### src/rtl/ewd_pkg.sv
// Package: shared field positions, codes and types for the extension word decoder.
// Assumes a 16-bit word stream and 32-bit displacements made of two words.
package ewd_pkg;
    parameter int WORD_W       = 16;
    parameter int SCALE_CODE_W = 2;
    parameter int CNT_W        = 3;
    localparam int DISP_W      = 2 * WORD_W;
    localparam int SCALE_W     = 1 << SCALE_CODE_W;
    localparam int BYTE_W      = 8;

    // Bit positions fixed by the extension word format
    localparam int B_IDX_A   = 15;
    localparam int B_IDX_L   = 11;
    localparam int B_FULL    = 8;
    localparam int B_BSUP    = 7;
    localparam int B_ISUP    = 6;
    localparam int B_POST    = 2;

    typedef enum logic [3:0] {
        SM_BRIEF     = 4'd0,
        SM_IDX_BD    = 4'd1,
        SM_NOIDX     = 4'd2,
        SM_NOBASE    = 4'd3,
        SM_DISP_ONLY = 4'd4,
        SM_PRE       = 4'd5,
        SM_POST      = 4'd6,
        SM_IND       = 4'd7,
        SM_PRE_NB    = 4'd8,
        SM_POST_NB   = 4'd9,
        SM_IND_NB    = 4'd10
    } submode_e;

    typedef enum logic [1:0] {
        BK_AREG = 2'd0,
        BK_PC   = 2'd1,
        BK_ZPC  = 2'd2,
        BK_NONE = 2'd3
    } basekind_e;

    typedef enum logic [1:0] {
        SZ_RSV  = 2'd0,
        SZ_NULL = 2'd1,
        SZ_WORD = 2'd2,
        SZ_LONG = 2'd3
    } dsize_e;

    typedef struct packed {
        submode_e                mode;
        basekind_e               kind;
        logic                    idx_a;
        logic [2:0]              idx_r;
        logic                    idx_l;
        logic [SCALE_CODE_W-1:0] scale;
        dsize_e                  bd;
        dsize_e                  od;
        logic                    full;
        logic                    err;
    } ext_info_t;

    typedef enum logic [2:0] {
        ST_IDLE, ST_EXT, ST_BD_HI, ST_BD_LO, ST_OD_HI, ST_OD_LO
    } state_e;
endpackage

### src/rtl/ewd_classify.sv
// Module: combinational classifier for one extension word.
// Works out the layout, sub-mode, base kind, size codes and the reserved-encoding error.
// Assumes ext is the extension word and pc_base is the base type latched at start.
module ewd_classify
    import ewd_pkg::*;
(
    input  logic [WORD_W-1:0] ext,
    input  logic              pc_base,
    output ext_info_t         info
);
    logic       unused_bit3;
    logic       indirect;
    logic [2:0] sel;

    assign unused_bit3 = ext[3];
    assign indirect    = ext[B_FULL] && (ext[1:0] != 2'b00);
    assign sel         = {ext[B_BSUP], ext[B_ISUP], ext[B_POST]};

    // Decode the layout, sub-mode and error condition from the word fields
    always_comb begin
        info       = '0;
        info.idx_a = ext[B_IDX_A];
        info.idx_r = ext[14:12];
        info.idx_l = ext[B_IDX_L];
        info.scale = ext[10:9];
        info.full  = ext[B_FULL];
        info.kind  = pc_base ? BK_PC : BK_AREG;
        if (!ext[B_FULL]) begin
            info.mode = SM_BRIEF;
        end else begin
            info.bd = dsize_e'(ext[5:4]);
            if (ext[B_BSUP])
                info.kind = pc_base ? BK_ZPC : BK_NONE;
            if (ext[5:4] == 2'b00)
                info.err = 1'b1;
            if (indirect) begin
                info.od = dsize_e'(ext[1:0]);
                case (sel)
                    3'b000:  info.mode = SM_PRE;
                    3'b001:  info.mode = SM_POST;
                    3'b010:  info.mode = SM_IND;
                    3'b100:  info.mode = SM_PRE_NB;
                    3'b101:  info.mode = SM_POST_NB;
                    3'b110:  info.mode = SM_IND_NB;
                    default: begin
                        info.mode = SM_BRIEF;
                        info.err  = 1'b1;
                    end
                endcase
            end else begin
                case (ext[B_BSUP:B_ISUP])
                    2'b00:   info.mode = SM_IDX_BD;
                    2'b01:   info.mode = SM_NOIDX;
                    2'b10:   info.mode = SM_NOBASE;
                    default: info.mode = SM_DISP_ONLY;
                endcase
            end
        end
    end
endmodule

### src/rtl/ewd_disp_acc.sv
// Module: one displacement register built from stream words.
// Loads a sign-extended byte, a sign-extended word, or a long as high half then low half.
// Assumes at most one load strobe per cycle; clr takes priority.
module ewd_disp_acc
    import ewd_pkg::*;
(
    input  logic              clk,
    input  logic              rst_n,
    input  logic              clr,
    input  logic              ld_byte,
    input  logic              ld_word,
    input  logic              ld_hi,
    input  logic              ld_lo,
    input  logic [WORD_W-1:0] word,
    output logic [DISP_W-1:0] val
);
    // Update the displacement value from the selected load
    always_ff @(posedge clk) begin
        if (!rst_n)
            val <= '0;
        else if (clr)
            val <= '0;
        else if (ld_byte)
            val <= {{(DISP_W-BYTE_W){word[BYTE_W-1]}}, word[BYTE_W-1:0]};
        else if (ld_word)
            val <= {{(DISP_W-WORD_W){word[WORD_W-1]}}, word};
        else if (ld_hi)
            val <= {word, {WORD_W{1'b0}}};
        else if (ld_lo)
            val[WORD_W-1:0] <= word;
    end
endmodule

### src/rtl/ewd_decoder.sv
// Module: top of the indexed extension word decoder.
// Accepts one start, then the extension word and its displacement words from the stream,
// pulses done and holds every result until the next start.
// Assumes start is only meaningful while idle; it is ignored otherwise.
module ewd_decoder
    import ewd_pkg::*;
(
    input  logic              clk,
    input  logic              rst_n,
    input  logic              start,
    input  logic              pc_base,
    input  logic              in_valid,
    output logic              in_ready,
    input  logic [15:0]       in_word,
    output logic              done,
    output logic              err,
    output logic [3:0]        mode,
    output logic [1:0]        base_kind,
    output logic              idx_is_addr,
    output logic [2:0]        idx_reg,
    output logic              idx_long,
    output logic [1:0]        scale_code,
    output logic [3:0]        scale_factor,
    output logic [5:0]        size_code,
    output logic [31:0]       base_disp,
    output logic [31:0]       outer_disp,
    output logic [2:0]        word_count
);
    state_e           st_q, st_d;
    logic             pc_q;
    logic             go, fin, take;
    ext_info_t        info_c, info_q;
    logic [CNT_W-1:0] cnt_q;
    logic             done_q;

    assign in_ready = (st_q != ST_IDLE);
    assign go       = start && (st_q == ST_IDLE);
    assign take     = in_valid && in_ready;

    ewd_classify u_cls (
        .ext     (in_word),
        .pc_base (pc_q),
        .info    (info_c)
    );

    // State that follows the base displacement, chosen by the outer size
    function automatic state_e after_base(input dsize_e od);
        case (od)
            SZ_WORD: after_base = ST_OD_LO;
            SZ_LONG: after_base = ST_OD_HI;
            default: after_base = ST_IDLE;
        endcase
    endfunction

    // Next-state selection; progress only on an accepted word
    always_comb begin
        st_d = st_q;
        case (st_q)
            ST_IDLE:  if (start) st_d = ST_EXT;
            ST_EXT:   if (in_valid) begin
                if (!info_c.full || info_c.err)
                    st_d = ST_IDLE;
                else if (info_c.bd == SZ_WORD)
                    st_d = ST_BD_LO;
                else if (info_c.bd == SZ_LONG)
                    st_d = ST_BD_HI;
                else
                    st_d = after_base(info_c.od);
            end
            ST_BD_HI: if (in_valid) st_d = ST_BD_LO;
            ST_BD_LO: if (in_valid) st_d = after_base(info_q.od);
            ST_OD_HI: if (in_valid) st_d = ST_OD_LO;
            ST_OD_LO: if (in_valid) st_d = ST_IDLE;
            default:  st_d = ST_IDLE;
        endcase
    end

    assign fin = (st_q != ST_IDLE) && (st_d == ST_IDLE);

    // State, latched base type, classification, word count and done strobe
    always_ff @(posedge clk) begin
        if (!rst_n) begin
            st_q   <= ST_IDLE;
            pc_q   <= 1'b0;
            info_q <= '0;
            cnt_q  <= '0;
            done_q <= 1'b0;
        end else begin
            st_q   <= st_d;
            done_q <= fin;
            if (go) begin
                pc_q   <= pc_base;
                info_q <= '0;
                cnt_q  <= '0;
            end else begin
                if (take && st_q == ST_EXT)
                    info_q <= info_c;
                if (take)
                    cnt_q <= cnt_q + 1'b1;
            end
        end
    end

    ewd_disp_acc u_base (
        .clk     (clk),
        .rst_n   (rst_n),
        .clr     (go),
        .ld_byte (take && st_q == ST_EXT && !info_c.full),
        .ld_word (take && st_q == ST_BD_LO && info_q.bd == SZ_WORD),
        .ld_hi   (take && st_q == ST_BD_HI),
        .ld_lo   (take && st_q == ST_BD_LO && info_q.bd == SZ_LONG),
        .word    (in_word),
        .val     (base_disp)
    );

    ewd_disp_acc u_outer (
        .clk     (clk),
        .rst_n   (rst_n),
        .clr     (go),
        .ld_byte (1'b0),
        .ld_word (take && st_q == ST_OD_LO && info_q.od == SZ_WORD),
        .ld_hi   (take && st_q == ST_OD_HI),
        .ld_lo   (take && st_q == ST_OD_LO && info_q.od == SZ_LONG),
        .word    (in_word),
        .val     (outer_disp)
    );

    assign done         = done_q;
    assign err          = info_q.err;
    assign mode         = info_q.mode;
    assign base_kind    = info_q.kind;
    assign idx_is_addr  = info_q.idx_a;
    assign idx_reg      = info_q.idx_r;
    assign idx_long     = info_q.idx_l;
    assign scale_code   = info_q.scale;
    assign scale_factor = SCALE_W'(1) << info_q.scale;
    assign size_code    = {info_q.od, 2'b00, info_q.bd};
    assign word_count   = cnt_q;
endmodule

### config.mk
export PLATFORM = sky130hd
export DESIGN_NAME = ewd_decoder
export DESIGN_NICKNAME = d
export VERILOG_FILES = /design/src/rtl/ewd_pkg.sv /design/src/rtl/ewd_classify.sv /design/src/rtl/ewd_disp_acc.sv /design/src/rtl/ewd_decoder.sv
export SDC_FILE = /design/constraint.sdc
export NUM_CORES = 1
export LEC_CHECK = 0
export CAP_MARGIN = 25
export CORE_UTILIZATION = 30
export DETAILED_ROUTE_END_ITERATION = 10
export HOLD_SLACK_MARGIN = 0.12
export MAX_ROUTING_LAYER = met4
export SETUP_SLACK_MARGIN = 0.15
export SLEW_MARGIN = 20
export SYNTH_ARGS = -nofsm -noshare
export SYNTH_HDL_FRONTEND = slang
export SYNTH_HIERARCHICAL = 1
export SYNTH_SLANG_ARGS = --single-unit
### constraint.sdc
create_clock -name clk -period 4.5 [get_ports clk]
set_input_delay 0.9 -clock clk [delete_from_list [all_inputs] [get_ports clk]]
set_output_delay 0.9 -clock clk [all_outputs]
set_load 0.02 [all_outputs]
# Word-level counts from Yosys, hierarchy flattened
# Index checks and enable logic that the tools add are counted.
[word_totals]
reg_bits = 90
wordCells = 104
[classes]
n_reduce_logical = 29
shifts = 1
muxes = 35
n_addsub = 1
bitwise = 1
n_eq_ne = 20
[ops]
columns = ["cell", "n"]
rows = [
  ["two-way mux 16 bit", 6],
  ["two-way mux 32 bit", 3],
  ["two-way mux 3 bit", 9],
  ["case mux 4 bit (6 select lines)", 1],
  ["equality test 2 bit (second input constant)", 9],
  ["case mux 3 bit (6 select lines)", 1],
  ["equality test 3 bit (second input constant)", 5],
  ["logical AND 1 bit", 14],
  ["two-way mux 4 bit", 3],
  ["case mux 3 bit (2 select lines)", 2],
  ["equality test 3 x 2 -> 1 bit (second input constant)", 3],
  ["logical NOT 3 bit", 3],
  ["case mux 3 bit (3 select lines)", 1],
  ["nonzero test 3 bit", 3],
  ["equality test 3 x 1 -> 1 bit (second input constant)", 2],
  ["two-way mux 1 bit", 6],
  ["two-way mux 2 bit", 3],
  ["OR reduction 6 bit", 1],
  ["logical NOT 2 bit", 2],
  ["nonzero test 2 bit", 2],
  ["nonzero test 4 bit", 1],
  ["<< shifter 1 x 2 -> 4 bit (first input constant)", 1],
  ["adder 3 x 1 -> 3 bit (second input constant)", 1],
  ["equality test 2 x 1 -> 1 bit (second input constant)", 1],
  ["other kinds (4)", 4],
]

# Depth between registers and ports, before layout
# Gate-level depths: netlist (run 1).
[depth]
word_depth = 13
depth_mapped = 10

# Hierarchy
# Netlist (run 1), hierarchy kept.
[by_module_without_submodules]
columns = ["mod", "cells_per_inst", "area_per_inst_um2", "n_inst"]
rows = [
  ["ewd_disp_acc", 157, 1342.5, 2],
  ["ewd_decoder", 154, 1338.8, 1],
  ["ewd_classify", 38, 275.3, 1],
]

# Worst setup path after synthesis (run 1)
# Ideal clock, no wire load.
[synth_path]
kind = "in2reg"
startpoint = "input in_valid"
endpoint = "register u_base.val[10]"
t_arrival_ps = 2360
stages = 10
setup_slack_ps = 2010
path_cell_list = "nand4bb_1 buf_2 buf_2 nor2_1 buf_6 or3_1 buf_2 buf_6 o31ai_2 a21oi_1"
[synth_between]
elab_chain_len = 5
word_cells_on_any_way = 11
cone_classes = "mux: 3; reduce/logical: 8"
[synth_rtl]
columns = ["element", "line_no", "text"]
rows = [
  ["from (decl)", "ewd_decoder.sv:12", "input logic in_valid,"],
  ["logical AND 1 bit *", "ewd_decoder.sv:38", "assign take = in_valid && in_ready;"],
  ["logical AND 1 bit, on equally long branches", "ewd_decoder.sv:110, ewd_decoder.sv:109, ewd_decoder.sv:111", ""],
  ["two-way mux 16 bit / logical AND 1 bit (equally long branches)", "ewd_disp_acc.sv:27, ewd_decoder.sv:109", ""],
  ["two-way mux 32 bit", "ewd_disp_acc.sv:25", "else if (ld_word)"],
  ["two-way mux 32 bit", "ewd_disp_acc.sv:23", "else if (ld_byte)"],
  ["to (signal assigned)", "ewd_disp_acc.sv:24", "val <= {{(DISP_W-BYTE_W){word[BYTE_W-1]}}, word[BYTE_W-1:0]};"],
  ["to (signal assigned)", "ewd_disp_acc.sv:26", "val <= {{(DISP_W-WORD_W){word[WORD_W-1]}}, word};"],
  ["to (signal assigned)", "ewd_disp_acc.sv:28", "val <= {word, {WORD_W{1'b0}}};"],
  ["to (decl)", "ewd_disp_acc.sv:15", "output logic [DISP_W-1:0] val"],
]
# Mark *: on every way between the ends. The rest lies on a longest branch, timed or not.
# A chain may end at the register's enable or synchronous reset.

# Worst setup path after layout (run 1)
[layout_path]
startpoint = "input in_valid"
endpoint = "register u_base.val[31]"
[layout_between]
elab_chain_len = 5
word_cells_on_any_way = 9
cone_classes = "mux: 2; reduce/logical: 7"
[layout_rtl]
columns = ["element", "line_no", "text"]
rows = [
  ["logical AND 1 bit *", "ewd_decoder.sv:38", ""],
  ["logical AND 1 bit (2 in series)", "ewd_decoder.sv:109", ".ld_word (take && st_q == ST_BD_LO && info_q.bd == SZ_WORD),"],
  ["two-way mux 32 bit", "ewd_disp_acc.sv:25", ""],
  ["two-way mux 32 bit", "ewd_disp_acc.sv:23", ""],
]
# Marks and branches as above.

==> results of run 1 <==
how the worst min path moves through the flow:
stage	start	endpoint	slack, ns
global route	u_base/val[4]	u_base/val[4]	0.48
floorplan	pc_q	pc_q	0.50
CTS	u_outer/val[2]	u_outer/val[2]	0.46
global placement	u_outer/val[2]	u_outer/val[2]	0.45
detailed placement	u_outer/val[2]	u_outer/val[2]	0.45
finish	u_outer/val[2]	u_outer/val[2]	0.46
where the power goes:
part           total (mW)  leakage, nW  internal, mW  switching (mW)
Combinational       0.288         1.12         0.118           0.170
Sequential          0.848        0.732         0.826          0.0219
Clock               0.890        0.165         0.559           0.331
worst register-to-register path, cell delays in order, from the launching register on:
cell      delay [ns]
dfxtp_1         0.62
nand2b_1        0.20
nor2_1          0.17
nand2_1         0.09
nor2_1          0.36
or3_1           0.77
nor2_1          0.12
a311oi_2        0.26
final cells by class:
class	count	share of cell area [%]
Inverter	7	0.460
Clock inverter	6	1.99
Clock buffer	10	4.18
Timing Repair Buffer	116	20.1
Multi-Input combinational cell	365	37.8
Tap cell	180	3.94
Sequential cell	90	31.5
through the flow:
stage,setup WS (ns),util (%)
after floorplan,2.01,-
after global placement,1.04,38.5
after detailed placement,0.932,38.5
after CTS,1.28,41.0
after global routing,0.987,41.0
final,1.23,41.0
cells in the final DEF (no fill, tap or decap), types with 11 or more instances in the layout:
cell and count:
nand2_2 11, o211ai_1 16, o21ai_0 40, nand2_1 80, a21oi_1 74, clkdlybuf4s50_1 111
dfxtp_1 90, nor2_1 21, nand2b_1 14
routing by layer:
metal  share of wire (%)  GRT usage (%)
met3                 5.6           2.95
met1                  47           24.1
met2                  46           27.3
met5                   0              -
met4                 1.7           7.10
kinds of logic after synthesis:
kind of cell             after synthesis  synth area share [%]
multiplexers                           2                 0.466
AND/OR/NAND/NOR                      174                  21.1
adder cells (fa/ha/maj)                4                  1.16
buffers and inverters                 53                  7.97
XOR/XNOR                               3                 0.611
other                                  1                0.0872
flip-flops                            90                  41.9
AO/OA/AOI/OAI                        179                  26.7
==> impl_metrics.tcl, run 1 <==
set metrics [dict create \
    crit_top_cell "nor2_1" \
    synth_top_area_share_pct 41.9 \
    cp-start-kind "input pin" \
    seq_area_sq_um 1800 \
    path_buf_inv 2 \
    area_growth_syn_to_layout_pct 33.0 \
    wl_per_cell_microns 16.4 \
    cts_inserted_buffers 9 \
    cts_sinks 90 \
    synthCells 506 \
    cpMaxStageDelayCell "or3_1" \
    initial_core_util_pct 30.9 \
    root_buffer "clkbuf_16" \
    timing.rr.start "st_q[1]" \
    cellLeakagePower_nw 2.01 \
    synth_area_leader_cell "dfxtp_1" \
    cts-resized-gates 0 \
    max_stage_delay_ns 0.76 \
    hold_viol_final 0 \
    holdBufCountCts 0 \
    postRouteAntennaNets 0 \
    r2r-end "u_base/val[31]" \
    relSlewSlack_pct 34.9 \
    fillCellCount 1397 \
    grt_overflow 0 \
    clock_path_buffers 2 \
    rsz0062_at_grt "false" \
    min_path_cells 2 \
    period_share_pct 72.7 \
    ys.flop_type "dfxtp_1" \
    synth.avg_cell_area_sq_um 8.50 \
    portBuffers 111 \
    worstSkewPairLatency_ns 0.35 \
    tightest_slew_ns 0.973 \
    critPathRequiredTime_ns 4.76 \
    drc 0 \
    design_area_sq_um 5720 \
    grt_antenna_before_repair 0 \
    crit_cells 7 \
    status "finished clean" \
    min_period_ns 3.27 \
    grt_use_total_pct 18.1 \
    synth_cell_type_count 51 \
    synthTopCellsByArea "dfxtp_1 (42%), a21oi_1 (8.6%), nand2_1 (7.0%)" \
    antenna_cells 0 \
    avgViaCountPerCell 4.97 \
    synth_seq_cells 90 \
    grt_pass1_wl_mm 20.1 \
    yosysSeqAreaShare_pct 41.9 \
    synth_edf_count 0 \
    coreArea_sq_um 13900 \
    top_regs "u_base/val: 32 flops, u_outer/val: 32 flops" \
    vias 3850 \
    max-cap-violations 0 \
    drtIter0Drc 306 \
    die_w_microns 122 \
    rows 43 \
    placed_area_sq_um 5360 \
    finalHoldWorstSlack_ns 0.457 \
    cts_setup_buffers 0 \
    yosysWarningCount 6 \
    synth_area_sq_um 4300 \
    post-synth-top-count-cell "dfxtp_1" \
    hold_class "reg -> reg" \
    htreeDepth 3 \
    setup-violations-final 0 \
    cp_top_family "simple AND/OR/NAND/NOR gates" \
    synth_common_cells "dfxtp_1 (90), nand2_1 (80), a21oi_1 (74)" \
    p_per_area_nw_per_um2 354 \
    cts_tree "yes" \
    end_kind "register" \
    gp_congestion 0.817 \
    skew_ns 0.00811 \
    synth-async-reset-ratio_pct 0 \
    grt_max_degree 25 \
    fmax_ghz 0.306 \
    rrSetupSlack_ns 1.83 \
    drive_above_1_share_pct 12.3 \
    clk_pin_slew_ns 0.06 \
    die_area_sq_um 14800 \
    dp.cells 758 \
    hpwl_mm 8.91 \
    layout.cells.non_filler 774 \
    slew_violations 0 \
    r2r_cells 7 \
    finalWirelength_mm 12.7 \
    vdd_drop_max_v 0.000156 \
    worstPathArrival_ns 3.53 \
    fp.dieH_microns 122 \
    startpoint "in_valid" \
    multiInputGateArea_sq_um 2160 \
    cp_max_fo 24 \
    crit_type "in -> reg" \
    grt_pass1_vias 3762 \
    p_total_mw 2.03 \
    cp_cell_sequence "clkdlybuf4s50_1 > nand4bb_1 > buf_4 > nor2_1 > or3_1 > nor2_1 > a311oi_2" \
    io_pins 114 \
    fin_setup_tns_ns 0 \
    crit_end "u_base/val[31]" \
    nets 614 \
    firstDrtPassIters 5 \
]
No activity file was read; power rests on OpenSTA's default activity.
==> run 2: changes to the inputs <==
==> constraint.sdc (replaced) <==
create_clock -name clk -period 3.1 [get_ports clk]
set_input_delay 0.62 -clock clk [delete_from_list [all_inputs] [get_ports clk]]
set_output_delay 0.62 -clock clk [all_outputs]
set_load 0.02 [all_outputs]
==> run 2 against run 1 <==
Clock-buffer cell count unchanged. Setup slack got worse by 0.63 ns. Power increased by 38%. Combinational power increased by 50%. First-iteration DRC count decreased by 9.2%. Final cell count increased by 2.3%. Via count increased by 3.1%. Utilization increased by 0.77 points.
==> impl_metrics.tcl, run 2 (synthesis gave the netlist of run 1 again) <==
set metrics [dict create \
    die_w_microns 122 \
    postRouteAntennaNets 0 \
    drtIter0Drc 278 \
    fp.dieH_microns 122 \
    vdd_drop_max_v 0.000256 \
    startpoint "in_valid" \
    firstDrtPassIters 5 \
    fillCellCount 1387 \
    crit_top_cell "nor2_1" \
    die_area_sq_um 14800 \
    vias 3968 \
    nets 632 \
    max-cap-violations 0 \
    path_buf_inv 2 \
    hold_viol_final 0 \
    crit_type "in -> reg" \
    clk_pin_slew_ns 0.06 \
    cts_tree "yes" \
    drive_above_1_share_pct 14.9 \
    r2r-end "u_base/val[31]" \
    grt_max_degree 25 \
    grt_pass1_wl_mm 19.9 \
    status "finished clean" \
    cellLeakagePower_nw 2.09 \
    grt_pass1_vias 3743 \
    worstSkewPairLatency_ns 0.35 \
    fmax_ghz 0.399 \
    max_stage_delay_ns 0.66 \
    layout.cells.non_filler 792 \
    cp_cell_sequence "clkdlybuf4s50_1 > nand2_4 > nor2_1 > nand2_1 > nor2_1 > or3_1 > buf_4 > nor2_1 > a311oi_2" \
    p_total_mw 2.80 \
    slew_violations 0 \
    worstPathArrival_ns 2.76 \
    dp.cells 776 \
    root_buffer "clkbuf_16" \
    min_path_cells 2 \
    end_kind "register" \
    setup-violations-final 0 \
    final_common_cell "clkdlybuf4s50_1" \
    fin_util_pct 41.8 \
    rows 43 \
    cts-resized-gates 0 \
    critPathRequiredTime_ns 3.35 \
    drc 0 \
    fin_setup_tns_ns 0 \
    coreArea_sq_um 13900 \
    grt_overflow 0 \
    hpwl_mm 9.11 \
    final_cell_mix "clkdlybuf4s50_1 (111), dfxtp_1 (90), nand2_1 (80)" \
    wl_per_cell_microns 15.9 \
    p_per_area_nw_per_um2 481 \
    rrSetupSlack_ns 0.79 \
    period_share_pct 80.8 \
    hold_path_end "idx_reg[2]" \
    antenna_cells 0 \
    design_area_sq_um 5820 \
    hold_class "reg -> reg" \
    rsz0062_at_grt "false" \
    cts_setup_buffers 0 \
    htreeDepth 3 \
    cpMaxStageDelayCell "clkdlybuf4s50_1" \
    area_growth_syn_to_layout_pct 35.5 \
    min_period_ns 2.50 \
    min_from "idx_reg[2]" \
    holdBufCountCts 0 \
    cp_max_fo 24 \
    cts_inserted_buffers 9 \
    avgViaCountPerCell 5.01 \
    io_pins 114 \
    top_regs "u_base/val: 32 flops, u_outer/val: 32 flops" \
    relSlewSlack_pct 41.1 \
    gp_congestion 0.852 \
    grt_antenna_before_repair 0 \
    grt_use_total_pct 18.0 \
    initial_core_util_pct 30.9 \
    tightest_slew_ns 0.880 \
    r2r_cells 8 \
    cp-start-kind "input pin" \
    placed_area_sq_um 5510 \
    finalWirelength_mm 12.6 \
    skew_ns 0.00636 \
    cts_sinks 90 \
    clock_path_buffers 2 \
    cp_top_family "simple AND/OR/NAND/NOR gates" \
    timing.rr.start "st_q[1]" \
    portBuffers 111 \
]
==> run 2: cell types whose count changed in the layout (fill, tap and decap cells not counted) <==
cell        previous run  this run
buf_4                  5        22
bufinv_16              3         1
clkinv_4               1         3
clkinvlp_4             2         0
inv_6                  0         2
buf_12                 0         1
==> run 2: cell type report <==
class,instances,area [sq um],area share [%]
Multi-Input combinational cell,365,2160,37.1
Sequential cell,90,1800,30.9
Timing Repair Buffer,134,1300,22.3
Clock buffer,10,239,4.10
Tap cell,180,225,3.87
Clock inverter,6,73.8,1.27
Inverter,7,26.3,0.451
==> run 2: per-layer routing <==
layer / track usage [%] / vias up / share of wire, %
met5: - / - / 0
met4: 7.95 / 0 / 2.0
met3: 3.51 / 20 / 5.7
met2: 26.2 / 133 / 46
met1: 24.1 / 1861 / 46
li1: - / 1954 / -
==> run 2: worst max path at each step <==
stage | cells past startpoint | slack (ns) | end
finish | 9 | 0.60 | u_base/val[31]
detailed placement | 9 | 0.25 | u_base/val[31]
global route | 9 | 0.37 | u_base/val[31]
floorplan | 10 | 0.89 | u_base/val[10]
global placement | 9 | 0.33 | u_base/val[31]
CTS | 9 | 0.61 | u_base/val[31]
==> run 2: stage by stage <==
step	hold WS, ns	setup slack [ns]
3_5_place_dp	0.451	0.249
5_1_grt	0.479	0.374
4_1_cts	0.460	0.607
6_report	0.456	0.596
3_3_place_gp	0.445	0.329
2_1_floorplan	0.504	0.890
==> run 2: power breakdown <==
group / internal [mW] / switching [mW] / leakage, nW
Sequential: 1.20 / 0.0315 / 0.732
Combinational: 0.184 / 0.248 / 1.21
Clock: 0.657 / 0.482 / 0.154
Total: 2.04 / 0.762 / 2.09
==> run 2: worst reg2reg max path, delay by kind of cell, from the launching register on <==
family          cells  cell delay [ns]
flops               1             0.63
simple gates        6             1.11
compound gates      1             0.23
buf+inv             1             0.27
